===== src/rtl/sar_pkg.sv =====
package sar_pkg;
  typedef enum logic [1:0] {
    PH_ACQ   = 2'd0,
    PH_OPEN  = 2'd1,
    PH_HOLD  = 2'd2,
    PH_TRIAL = 2'd3
  } phase_e;
endpackage


===== src/rtl/sar_trial_timer.sv =====
module sar_trial_timer #(
  parameter int TRIAL_CYC = 2
) (
  input  logic clk_i,
  input  logic rst_ni,
  input  logic run_i,
  output logic last_o
);
  generate
    if (TRIAL_CYC <= 1) begin : g_single
      assign last_o = run_i;
    end else begin : g_count
      localparam int CW = $clog2(TRIAL_CYC);
      localparam logic [CW-1:0] LAST = CW'(TRIAL_CYC - 1);
      logic [CW-1:0] cnt_q;

      always_ff @(posedge clk_i or negedge rst_ni) begin
        if (!rst_ni)                      cnt_q <= '0;
        else if (!run_i || cnt_q == LAST) cnt_q <= '0;
        else                              cnt_q <= cnt_q + 1'b1;
      end

      assign last_o = run_i && (cnt_q == LAST);

      // a trial never ends on consecutive cycles
      a_r4_trial_spacing: assert property (@(posedge clk_i) disable iff (!rst_ni)
        last_o |=> !last_o);
    end
  endgenerate
endmodule


===== src/rtl/sar_code_reg.sv =====
module sar_code_reg #(
  parameter int WIDTH = 16
) (
  input  logic             clk_i,
  input  logic             rst_ni,
  input  logic             clr_i,
  input  logic             step_i,
  input  logic             cmp_i,
  output logic [WIDTH-1:0] trial_o,
  output logic [WIDTH-1:0] result_o,
  output logic             last_bit_o
);
  localparam logic [WIDTH-1:0] MSB = {1'b1, {(WIDTH-1){1'b0}}};

  logic [WIDTH-1:0] code_q;
  logic [WIDTH-1:0] ptr_q;

  always_ff @(posedge clk_i or negedge rst_ni) begin
    if (!rst_ni) begin
      code_q <= '0;
      ptr_q  <= MSB;
    end else if (clr_i) begin
      code_q <= '0;
      ptr_q  <= MSB;
    end else if (step_i) begin
      if (cmp_i) code_q <= code_q | ptr_q;
      ptr_q <= ptr_q >> 1;
    end
  end

  assign trial_o    = code_q | ptr_q;
  assign result_o   = cmp_i ? (code_q | ptr_q) : code_q;
  assign last_bit_o = ptr_q[0];

  // at most one bit under trial
  a_r4_one_trial_bit: assert property (@(posedge clk_i) disable iff (!rst_ni)
    $onehot0(ptr_q));
  // decided bits only move when a trial ends
  a_r4_code_steps: assert property (@(posedge clk_i) disable iff (!rst_ni)
    !step_i && !clr_i |=> $stable(code_q));
endmodule


===== src/rtl/sar_seq.sv =====
module sar_seq
  import sar_pkg::*;
#(
  parameter int WIDTH     = 16,
  parameter int TRIAL_CYC = 2,
  parameter int ACQ_CYC   = 2
) (
  input  logic             clk_i,
  input  logic             rst_ni,
  input  logic             start_ni,
  input  logic             cmp_i,
  output logic             samp_sw_o,
  output logic             arr_in_o,
  output logic [WIDTH-1:0] pos_sw_o,
  output logic [WIDTH-1:0] neg_sw_o,
  output logic             busy_o,
  output logic [WIDTH-1:0] code_o
);
  localparam int AW = $clog2(ACQ_CYC + 1) + 1;
  localparam logic [AW-1:0] ACQ_LIM = AW'(ACQ_CYC);

  phase_e           state_q;
  logic             busy_q;
  logic             start_q;
  logic [AW-1:0]    acq_cnt_q;
  logic [WIDTH-1:0] code_q;
  logic             acq_ok;
  logic             start_fall;
  logic             step;
  logic             last_bit;
  logic [WIDTH-1:0] trial;
  logic [WIDTH-1:0] result;

  assign acq_ok     = (acq_cnt_q == ACQ_LIM);
  assign start_fall = start_q && !start_ni;

  sar_trial_timer #(.TRIAL_CYC(TRIAL_CYC)) u_timer (
    .clk_i  (clk_i),
    .rst_ni (rst_ni),
    .run_i  (state_q == PH_TRIAL),
    .last_o (step)
  );

  sar_code_reg #(.WIDTH(WIDTH)) u_code (
    .clk_i      (clk_i),
    .rst_ni     (rst_ni),
    .clr_i      (state_q == PH_HOLD),
    .step_i     (step),
    .cmp_i      (cmp_i),
    .trial_o    (trial),
    .result_o   (result),
    .last_bit_o (last_bit)
  );

  always_ff @(posedge clk_i or negedge rst_ni) begin
    if (!rst_ni) start_q <= 1'b1;
    else         start_q <= start_ni;
  end

  always_ff @(posedge clk_i or negedge rst_ni) begin
    if (!rst_ni)                 acq_cnt_q <= '0;
    else if (state_q != PH_ACQ)  acq_cnt_q <= '0;
    else if (!acq_ok)            acq_cnt_q <= acq_cnt_q + 1'b1;
  end

  always_ff @(posedge clk_i or negedge rst_ni) begin
    if (!rst_ni) begin
      state_q <= PH_ACQ;
      busy_q  <= 1'b0;
      code_q  <= '0;
    end else begin
      unique case (state_q)
        PH_ACQ: if (start_fall && acq_ok) begin
          state_q <= PH_OPEN;
          busy_q  <= 1'b1;
        end
        PH_OPEN: state_q <= PH_HOLD;
        PH_HOLD: state_q <= PH_TRIAL;
        PH_TRIAL: if (step && last_bit) begin
          state_q <= PH_ACQ;
          busy_q  <= 1'b0;
          code_q  <= result;
        end
        default: state_q <= PH_ACQ;
      endcase
    end
  end

  // sampling switches open one cycle before the arrays leave the inputs
  assign samp_sw_o = (state_q == PH_ACQ);
  assign arr_in_o  = (state_q == PH_ACQ) || (state_q == PH_OPEN);
  assign pos_sw_o  = (state_q == PH_TRIAL) ? trial : '0;
  assign neg_sw_o  = arr_in_o ? '0 : ~pos_sw_o;
  assign busy_o    = busy_q;
  assign code_o    = code_q;

  a_r3_busy_after_start: assert property (@(posedge clk_i) disable iff (!rst_ni)
    (state_q == PH_ACQ && acq_ok && start_q && !start_ni) |=> busy_o);
  a_r3_open_before_ref: assert property (@(posedge clk_i) disable iff (!rst_ni)
    $fell(arr_in_o) |-> (!samp_sw_o && $past(!samp_sw_o)));
  a_r9_acq_on_inputs: assert property (@(posedge clk_i) disable iff (!rst_ni)
    samp_sw_o |-> (arr_in_o && !busy_o));
  a_r8_code_on_done: assert property (@(posedge clk_i) disable iff (!rst_ni)
    !$stable(code_o) |-> $fell(busy_o));
  a_r7_no_early_end: assert property (@(posedge clk_i) disable iff (!rst_ni)
    (busy_o && state_q != PH_TRIAL) |=> busy_o);
  a_r2_guard: assert property (@(posedge clk_i) disable iff (!rst_ni)
    (!busy_o && !acq_ok) |=> !busy_o);
endmodule


===== config.mk =====
export PLATFORM = sky130hd
export DESIGN_NAME = sar_seq
export DESIGN_NICKNAME = d
export VERILOG_FILES = /design/src/rtl/sar_pkg.sv /design/src/rtl/sar_trial_timer.sv /design/src/rtl/sar_code_reg.sv /design/src/rtl/sar_seq.sv
export SDC_FILE = /design/constraint.sdc
export NUM_CORES = 1
export LEC_CHECK = 0
export ABC_AREA = 1
export BUFFER_PORTS_ARGS = -buffer_cell sky130_fd_sc_hd__buf_4
export CAP_MARGIN = 20
export CORE_MARGIN = 10
export CORE_UTILIZATION = 58
export CTS_CLUSTER_SIZE = 24
export DETAILED_ROUTE_END_ITERATION = 10
export HOLD_SLACK_MARGIN = 0.03
export PLACE_DENSITY = 0.84
export RECOVER_POWER = 25
export SLEW_MARGIN = 20
export SYNTH_ARGS = -nofsm -noshare
export SYNTH_HDL_FRONTEND = slang
export SYNTH_SLANG_ARGS = --single-unit

===== constraint.sdc =====
create_clock -name clk_i -period 3.3 [get_ports clk_i]
set_input_delay 0.33 -clock clk_i [delete_from_list [all_inputs] [get_ports clk_i]]
set_output_delay 0.33 -clock clk_i [all_outputs]
set_load 0.005 [all_outputs]

==> results of run 1 <==
-- power groups by stage --
stage | logic (uW) | clock network, uW | registers, uW
floorplan | 463 | 0 | 788
global placement | 818 | 0 | 790
detailed placement | 849 | 0 | 797
CTS | 855 | 372 | 783
global route | 933 | 395 | 791
finish | 844 | 366 | 782
-- final cells by class --
type                       instances  area [sq um]  area share
multi-input combinational        198           950       0.309
clock buffer                       7          76.3      0.0248
inverter                          44           168      0.0545
timing repair buffer              55           409       0.133
tap                               52          65.1      0.0211
sequential                        56          1400       0.456
clock inverter                     1          5.00     0.00163
-- how the worst max path moves through the flow --
stage | slack, ps | cells past startpoint | endpoint | start
global route | 860 | 5 | neg_sw_o[12] | state_q[0]$_DFFE_PN0P_
global placement | 1430 | 5 | neg_sw_o[1] | state_q[0]$_DFFE_PN0P_
CTS | 960 | 5 | neg_sw_o[12] | state_q[0]$_DFFE_PN0P_
finish | 950 | 5 | neg_sw_o[12] | state_q[0]$_DFFE_PN0P_
detailed placement | 1320 | 5 | neg_sw_o[12] | state_q[0]$_DFFE_PN0P_
floorplan | 1660 | 6 | neg_sw_o[10] | state_q[0]$_DFFE_PN0P_
-- per-layer routing --
| metal | vias to the layer above | share of wire | global-route usage | wire, um |
|---|---|---|---|---|
| met4 | 0 | 0.016 | 0.0633 | 99 |
| met2 | 59 | 0.50 | 0.273 | 3050 |
| met1 | 1066 | 0.42 | 0.191 | 2600 |
| li1 | 1076 | - | - | - |
| met3 | 8 | 0.066 | 0.0421 | 403 |
| met5 | - | 0 | 0 | 0 |
-- metrics by stage --
stage	cell area [sq um]	hold WS (ps)	util	total power [uW]	setup slack, ps
2_1_floorplan	2600	34.4	-	1250	1660
3_3_place_gp	3000	422	0.689	1610	1430
3_5_place_dp	3000	421	0.689	1650	1320
4_1_cts	3080	80.9	0.707	2010	965
5_1_grt	3080	108	0.707	2120	855
6_report	3080	54.5	0.707	1990	953
-- state kept, by name, summed over array words and instances, names as in the netlist --
signal,flops
acq_cnt_q,3
u_timer.g_count.cnt_q,1
code_o,16
u_code.code_q,16
busy_o,1
state_q,2
u_code.ptr_q,16
start_q,1
-- worst register-to-register path, delay by kind of cell (launching register included) --
family | cells | cell delay, ps
AND/OR/NAND/NOR | 1 | 230
buffers and inverters | 3 | 830
AO/OA/AOI/OAI | 1 | 130
adder cells (fa/ha/maj) | 1 | 170
flip-flops | 1 | 420
-- cell usage after synthesis, types with 2 or more instances --
library cell and instances:
a21oi_1 30, buf_2 5, buf_6 3, clkbuf_1 3, dfrtp_1 54, dfstp_2 2
ha_1 6, inv_1 40, inv_2 2, nand2_1 77, nand2_4 2, nand3_1 18
nor2_1 25, o21ai_0 32
-- cells by family (layout without fill, tap and decap cells) --
group	count (synthesis)	count (layout)	synth area share
buffers and inverters	56	107	0.0944
adders and majority gates	6	6	0.0289
DFF	56	56	0.540
AOI/OAI and AO/OA	65	65	0.128
xor gates and xnor gates	1	1	0.00337
and+or+nand+nor	126	126	0.206
==> impl_results.md, run 1 <==
- Synth Register Bits: 56
- Net Sw Frac: 0.378
- H-Tree Depth: 2
- Share of cells above drive strength 1: 0.197
- CP delay by family, top: simple AND/OR/NAND/NOR gates
- Max VDD drop: roughly 0.52 mV
- Synthesized cell area: 2600 sq um
- First-pass DRT Iterations: 4
- Starting Density: 0.597
- Syn avg cell area: 8.38 sq um
- Synth Flop Type: dfrtp_1
- Clk buf depth: 2
- # DRC: 0
- Kind of critical path: register to output pin
- Worst-path clk slew: around 90 ps
- ANT nets after route: 0
- DRT iter0 DRCs: ~230
- Die height: approximately 87 um
- Hold Buf Count CTS: 0
- Post-synth EDFFs: 0
- Sequential share of the synthesized area: 0.540
- Global-route wire length before repair: about 10,000 um
- YS warnings: 0
- Worst Clk Skew: roughly 6.4 ps
- Max Cap Violations: 0
- Mapped Cells: 310
- Worst path slowest cell: or2_1
- Placed insts: 405
- Capturing point of the worst reg2reg path: u_code.ptr_q[14]$_DFFE_PN0P_
- Dominant cell type by area after synthesis: dfrtp_1
- Max Clk Rate: about 430 MHz
- P_sw: ~750 uW
- Routed len/inst: between 10 and 15 um
- Worst-case reg-to-reg path depth: 6
- CP Launch Type: register
- Largest net degree at the start of global routing: 57
- Vias per inst: approximately 5.3
- Critical R2R Launch: state_q[0]$_DFFE_PN0P_
- Clock share of power: 0.184
- Shortest period the worst path allows: 2350 ps
- CP Data Arrival Time: roughly 2000 ps
- Worst-path cell chain: inv_1 > ha_1 > or2_1 > nor2_1 > buf_4
- Layout Cells excl Fill: just over 400
- Rel. slew slack: 0.523
- Outcome: finished clean
- Final setup fails: 0
- Power per cell area: 648 nW/um^2
- Antenna Cells: 0
- Total number of vias: roughly 2,200
- Unrepaired setup endpoints after global routing: false
- Distinct cells, synth: 25
- GRT Util Overall: 0.162
- Comb pwr share: 0.424
- CTS sink cnt: 56
- Layout overhead on the synthesized area: 18.4%
- Port Buffers: 54
- CTS tree: yes
- Post-CTS Setup Bufs: 0
- Routed WL: 6150 um
- Rows: 24
- Die X: roughly 87 um
- Core Region: between 4000 and 5000 sq um
- GR Overflow Total: 0
- Post-CTS sizing: 0
- Buf/Inv on CP: 2
- Critical Path End Type: output pin
- Slew @ Worst Pin: about 720 ps
- Internal Power: about 1200 uW
- Worst reg2reg setup slack: about 1400 ps
- Layout net count: 370
- Clock Latency Late Sink: between 300 and 400 ps
- Main area contributors after synthesis: dfrtp_1 52%, nand2_1 11%, o21ai_0 6.2%, a21oi_1 5.8%, inv_1 5.8%
- Count of final hold-check violations: 0
- Vias in the first global route: 2,131
- DP HPWL: approximately 4300 um
- Post-route setup TNS: 0 ps
- Part of the power in registers: 0.393
- Leakage: about 0.0015 uW
- Fillers: ~330
- Max-slew violations: 0
- Clock root cell: clkbuf_8
- Commonest non-fill, non-tap cell in the layout: nand2_1
- Num ports: 55
- Num CTS Buffers: 5
- Ys async rst share: 1.00
- Critical Path RT: just under 3000 ps
- Tcrit/Tclk final: 0.711
- Most frequent cells in the layout: 77 x nand2_1, 54 x dfrtp_1, 54 x buf_4
- Die footprint: roughly 7600 sq um
- Crit path max fanout: 17
- Initial antenna violation count: 0
- Worst path max stage delay: 600 ps
- Synthesized Nets: 320
- Min-Delay Path Class: input port to asynchronous set/reset pin
- Post-synth top area share: 0.520
- GP Congestion: 0.831
Note: power is estimated with default switching activity, not from simulation.
==> run 2, diff against run 1 <==
Settings changed: ABC_AREA 1 to 0, CORE_UTILIZATION 58 to 48, PLACE_DENSITY 0.84 to 0.75.
Clock period 3.3 ns to 2.1 ns, I/O delays scaled along.
==> impl_results.md, run 2 <==
- Outcome: finished clean
- CTS tree: yes
- Unrepaired setup endpoints after global routing: false
- Synthesized Nets: 274 (-14%)
- Synthesized cell area: 2480 sq um (-4.6%)
- Antenna Cells: 0 (unchanged)
- Design area: 3010 sq um (-2.2%)
- Routed len/inst: 15.2 um (+2.1%)
- Net Sw Frac: 0.346 (-0.0317)
- Kind of critical path: register to output pin
- First-pass DRT Iterations: 4 (unchanged)
- Die X: 91.9 um (+5.7%)
- Clk buf depth: 2 (unchanged)
- GRT Util Overall: 0.140 (-0.0218)
- Critical Path End Type: output pin
- Rows: 26 (+8.3%)
- Max Cap Violations: 0 (unchanged)
- Most instantiated cells after synthesis: 54 x dfrtp_1, 48 x nand2_1, 46 x a21oi_1
- DP HPWL: 4130 um (-3.2%)
- Fillers: 468 (+40%)
- Most frequent cells in the layout: 55 x buf_4, 54 x dfrtp_1, 48 x nand2_1
- Mapped Cells: 264 (-15%)
- Worst-path clk slew: 90 ps (about the same)
- Total number of vias: 1,931 (-13%)
- Distinct cells, synth: 31 (+24%)
- Slew @ Worst Pin: 1340 ps (+621 ps)
- Share of cells above drive strength 1: 0.220 (+0.0231)
- P_sw: 1070 uW (+43%)
- Die footprint: 8440 sq um (+12%)
- Comb pwr share: 0.409 (-0.015)
- Post-CTS Setup Bufs: 0 (unchanged)
- Starting Density: 0.492 (-0.105)
- Port Buffers: 54 (unchanged)
- Vias per inst: 5.03 (-6.0%)
- Shortest period the worst path allows: about 1900 ps
- CTS sink cnt: 56 (unchanged)
- Layout overhead on the synthesized area: 21.4%
- Post-route setup TNS: 0 ps (unchanged)
- Num ports: 55 (unchanged)
- Final setup fails: 0 (unchanged)
- GR Overflow Total: 0 (unchanged)
- Layout net count: 323 (-13%)
- Ys async rst share: 1.00 (unchanged)
- YS warnings: 0 (unchanged)
- Global-route wire length before repair: 9850 um (-2.2%)
- Min-Delay Path Class: input port to register
- Routed WL: 5840 um (-5.0%)
- Part of the power in registers: 0.398 (+0.005)
- Num CTS Buffers: 5 (unchanged)
- Sequential share of the synthesized area: 0.566 (+0.0259)
- DP Area: 2900 sq um (-3.4%)
- CP Data Arrival Time: 1670 ps (-350 ps)
- Leakage: 0.00143 uW (-4.3%)
- Worst Clk Skew: 5.84 ps (-0.594 ps)
- Largest net degree at the start of global routing: 57 (unchanged)
- Clock share of power: 0.193 (+0.009)
- Synth Register Bits: 56 (unchanged)
- Count of final hold-check violations: 0 (unchanged)
- Dominant cell type by area after synthesis: dfrtp_1
- Clock Latency Late Sink: 300 ps (about the same)
- Die height: 91.9 um (+5.7%)
- Main area contributors after synthesis: dfrtp_1 54%, a21oi_1 9.3%, nand2_1 7.3%, nor2_1 5.6%, o21a_1 4.8%
- Tot Pwr: 3100 uW (+56%)
- Critical Path RT: 1890 ps (-1080 ps)
- Max Clk Rate: roughly 530 MHz
- # DRC: 0 (unchanged)
- Post-synth EDFFs: 0 (unchanged)
- Syn avg cell area: 9.39 sq um (+12%)
- GP Congestion: 0.758 (-8.8%)
- Core Region: 5040 sq um (+16%)
- ANT nets after route: 0 (unchanged)
- DRT iter0 DRCs: 159 (-32%)
- H-Tree Depth: 2 (unchanged)
- Max VDD drop: 0.667 mV (+27%)
- Commonest non-fill, non-tap cell in the layout: buf_4
- Synth Flop Type: dfrtp_1
- Max-slew violations: 0 (unchanged)
- Initial antenna violation count: 0 (unchanged)
- CP Launch Type: register
- Post-synth top area share: 0.545 (+0.0249)
- Crit path max fanout: 17 (unchanged)
- Vias in the first global route: 1,900 (-11%)
- Internal Power: 2030 uW (+64%)
- Power per cell area: 1030 nW/um^2 (+59%)
- Top-count cell post-synth: dfrtp_1
- Tcrit/Tclk final: 0.895
- Rel. slew slack: 0.109 (-0.414)
- Clock root cell: clkbuf_8
[run 2: layout make-up]
| class | count | area, sq um | area share |
|---|---|---|---|
| clock buffer | 7 | 86.3 | 0.0287 |
| timing repair buffer | 60 | 453 | 0.150 |
| tap | 70 | 87.6 | 0.0291 |
| inverter | 4 | 15.0 | 0.00499 |
| multi-input combinational | 186 | 957 | 0.318 |
| clock inverter | 1 | 7.51 | 0.00249 |
| sequential | 56 | 1400 | 0.466 |
[run 2: path summary, 6_finish.rpt]
| check | start | endpoint | slack, ps | cells past startpoint |
|---|---|---|---|---|
| worst max-delay path | state_q[0]$_DFFE_PN0P_ | neg_sw_o[10] | 220 | 5 |
| worst min register to register | code_o[7]$_DFFE_PN0P_ | code_o[7]$_DFFE_PN0P_ | 490 | 2 |
| worst max register to register | state_q[0]$_DFFE_PN0P_ | state_q[1]$_DFFE_PN0P_ | 400 | 5 |
| worst min-delay path | cmp_i | code_o[0]$_DFFE_PN0P_ | 310 | 3 |
| min in group asynchronous | rst_ni | code_o[9]$_DFFE_PN0P_ | 730 | 2 |
| max in group asynchronous | rst_ni | u_code.ptr_q[4]$_DFFE_PN0P_ | 560 | 2 |
[run 2: routing by layer]
layer	global-route usage	share of wire
met4	0.0463	0.016
met5	0	0
met3	0.0285	0.044
met2	0.214	0.49
met1	0.193	0.45
[run 2: through the flow]
step                setup WS [ps]  cells  hold WS (ps)   util
floorplan                     505    264         -85.6      -
global placement              446    374           303  0.574
detailed placement            385    374           300  0.574
CTS                          46.8    384           312  0.597
global route                 82.9    384           332  0.597
finish                        220    384           309  0.597
[run 2: cell families (layout without fill, tap and decap cells)]
logic type	after synthesis	after routing	share of synthesized area
mux	2	2	0.00858
flops	56	56	0.566
compound gates	84	84	0.193
simple gates	93	93	0.150
fa+ha+maj	6	6	0.0303
buf+inv	22	72	0.0489
xor+xnor	1	1	0.00353
[run 2: power by group through the flow]
stage          sequential, uW  clock, uW  combinational, uW
5_1_grt                  1250        654               1420
6_report                 1230        599               1270
3_3_place_gp             1250          0               1250
2_1_floorplan            1240          0                713
3_5_place_dp             1260          0               1280
4_1_cts                  1240        615               1290
[run 2: worst max-delay path: stages, from the launching register on]
cell and delay [ps]:
dfrtp_1 400, inv_1 80, ha_1 260, or2_4 360, nor2_1 140, buf_4 120
[run 2: repair_timing]
item | 4_1_cts | 5_1_grt
resized for setup | 0 | 1
endpoints found under the setup margin | 0 | 16
endpoints found under the hold margin | 55 | 0
hold buffers | 2 | 0
==> run 3, diff against run 2 <==
Settings changed: MAX_ROUTING_LAYER from default to met4.
==> impl_results.md, run 3 (synthesis results as in run 2) <==
- Unrepaired setup endpoints after global routing: false
- CP Data Arrival Time: 1670 ps (about the same)
- Routed len/inst: 15.2 um (-0.12%)
- Capturing point of the worst reg2reg path: state_q[1]$_DFFE_PN0P_
- Antenna Cells: 0 (unchanged)
- Post-route setup TNS: 0 ps (unchanged)
- Max-slew violations: 0 (unchanged)
- Die X: 91.9 um (unchanged)
- Vias per inst: 5.03 (about the same)
- Critical Path Start: state_q[1]$_DFFE_PN0P_
- Leakage: 0.00143 uW (unchanged)
- Comb pwr share: 0.409 (about the same)
- Initial antenna violation count: 0 (unchanged)
- Port Buffers: 54 (unchanged)
- Worst-path cell chain: inv_1 > ha_1 > or2_4 > nor2_1 > buf_4
- Max Cap Violations: 0 (unchanged)
- Layout net count: 323 (unchanged)
- Rel. slew slack: 0.112 (+0.00330)
- Kind of critical path: register to output pin
- First-pass DRT Iterations: 4 (unchanged)
- Clock Latency Late Sink: 300 ps (about the same)
- Starting Density: 0.492 (unchanged)
- Core Region: 5040 sq um (unchanged)
- ANT nets after route: 0 (unchanged)
- Worst Clk Skew: 6.14 ps (+0.303 ps)
- Net Sw Frac: 0.347 (+0.000790)
- Post-CTS Setup Bufs: 0 (unchanged)
- Worst setup path end: neg_sw_o[3]
- Worst-case reg-to-reg path depth: 5 (unchanged)
- Vias in the first global route: 1,903 (+0.16%)
- Power per cell area: 1030 nW/um^2 (+0.12%)
- P_sw: 1080 uW (+0.35%)
- CTS tree: yes
- H-Tree Depth: 2 (unchanged)
- Count of final hold-check violations: 0 (unchanged)
- Commonest non-fill, non-tap cell in the layout: buf_4
- Worst-path clk slew: 90 ps (about the same)
- Fillers: 468 (unchanged)
- DP HPWL: 4130 um (unchanged)
- Max VDD drop: 0.670 mV (+0.44%)
- Part of the power in registers: 0.398 (about the same)
- Slew @ Worst Pin: 1330 ps (-4.95 ps)
- Worst reg2reg setup slack: 410 ps (about the same)
- Critical R2R Launch: state_q[0]$_DFFE_PN0P_
- Tcrit/Tclk final: 0.895 (about the same)
- GRT Util Overall: 0.144 (+0.00394)
- GP Congestion: 0.768 (+1.3%)
- Worst path slowest cell: dfrtp_1
- Share of cells above drive strength 1: 0.220 (unchanged)
- Die height: 91.9 um (unchanged)
- DRT iter0 DRCs: 155 (-2.5%)
- Critical Path End Type: output pin
- Clk buf depth: 2 (unchanged)
- Critical Path RT: 1890 ps (about the same)
- Total number of vias: 1,932 (+0.052%)
- Num CTS Buffers: 5 (unchanged)
- Clock share of power: 0.193 (about the same)
- Largest net degree at the start of global routing: 57 (unchanged)
- Routed WL: 5830 um (-0.12%)
- Clock root cell: clkbuf_8
- Final setup fails: 0 (unchanged)
- Internal Power: 2030 uW (about the same)
- Outcome: finished clean
- Crit path max fanout: 17 (unchanged)
- Fin util: 0.597 (unchanged)
- Rows: 26 (unchanged)
- Worst path max stage delay: 410 ps (about the same)
- # DRC: 0 (unchanged)
- Global-route wire length before repair: 9820 um (-0.28%)
- Most frequent cells in the layout: 55 x buf_4, 54 x dfrtp_1, 48 x nand2_1
- GR Overflow Total: 0 (unchanged)
- Min-Delay Path Class: input port to register
- Num ports: 55 (unchanged)
- Die footprint: 8440 sq um (unchanged)
- Max Clk Rate: 532 MHz (about the same)
- CP Launch Type: register
- Shortest period the worst path allows: 1880 ps (-1.78 ps)
- Layout overhead on the synthesized area: 21.4% (unchanged)
- CTS sink cnt: 56 (unchanged)
run 3: cell counts in the layout (fill, tap and decap cells not counted):
Identical to the previous run, type by type.
run 3: metal layers:
metal | routed length [um] | part of all wire | global-route usage | vias up
li1 | - | - | - | 975
met1 | 2700 | 0.46 | 0.193 | 910
met2 | 2830 | 0.48 | 0.215 | 40
met3 | 221 | 0.038 | 0.0269 | 7
met4 | 89 | 0.015 | 0.0463 | 0
met5 | 0 | 0 | - | -
run 3: repair_timing:
action | in CTS | in global routing
hold endpoints to repair | 55 | 0
gates resized for setup | 0 | 1
endpoints found under the setup margin | 0 | 16
hold buffers | 2 | 0
run 3: through the flow:
stage               cell area [sq um]  worst slack (ps)  total power [uW]  cells  hold slack (ps)
finish                           3010               221              3110    384              310
CTS                              3010              46.8              3140    384              312
detailed placement               2900               385              2540    374              300
global route                     3010              82.9              3320    384              332
floorplan                        2480               505              1950    264            -85.6
global placement                 2900               446              2500    374              303
run 3: power by group through the flow:
stage	Combinational, uW	Clock [uW]	Sequential (uW)
global route	1420	652	1250
floorplan	713	0	1240
detailed placement	1280	0	1260
CTS	1290	615	1240
finish	1270	600	1230
global placement	1250	0	1250
run 3: worst min-delay path by stage:
stage          startpoint                           end  slack, ps  cells after the start
4_1_cts             cmp_i         code_o[0]$_DFFE_PN0P_        310                      3
3_5_place_dp       rst_ni         code_o[9]$_DFFE_PN0P_        300                      1
2_1_floorplan      rst_ni      acq_cnt_q[0]$_DFFE_PN0P_        -90                      0
6_report            cmp_i         code_o[0]$_DFFE_PN0P_        310                      3
3_3_place_gp       rst_ni         code_o[7]$_DFFE_PN0P_        300                      1
5_1_grt             cmp_i  u_code.code_q[0]$_DFFE_PN0P_        330                      3
run 3: final cells by class:
type | count | area (sq um) | area share
clock inverter | 1 | 7.51 | 0.00249
sequential | 56 | 1400 | 0.466
clock buffer | 7 | 86.3 | 0.0287
inverter | 4 | 15.0 | 0.00499
tap | 70 | 87.6 | 0.0291
multi-input combinational | 186 | 957 | 0.318
timing repair buffer | 60 | 453 | 0.150
run 3: critical path, delay by kind of cell (launching register included):
kind                       cells  cell delay [ps]
and+or+nand+nor                2              500
buffers and inverters          2              210
adders and majority gates      1              240
DFF                            1              410
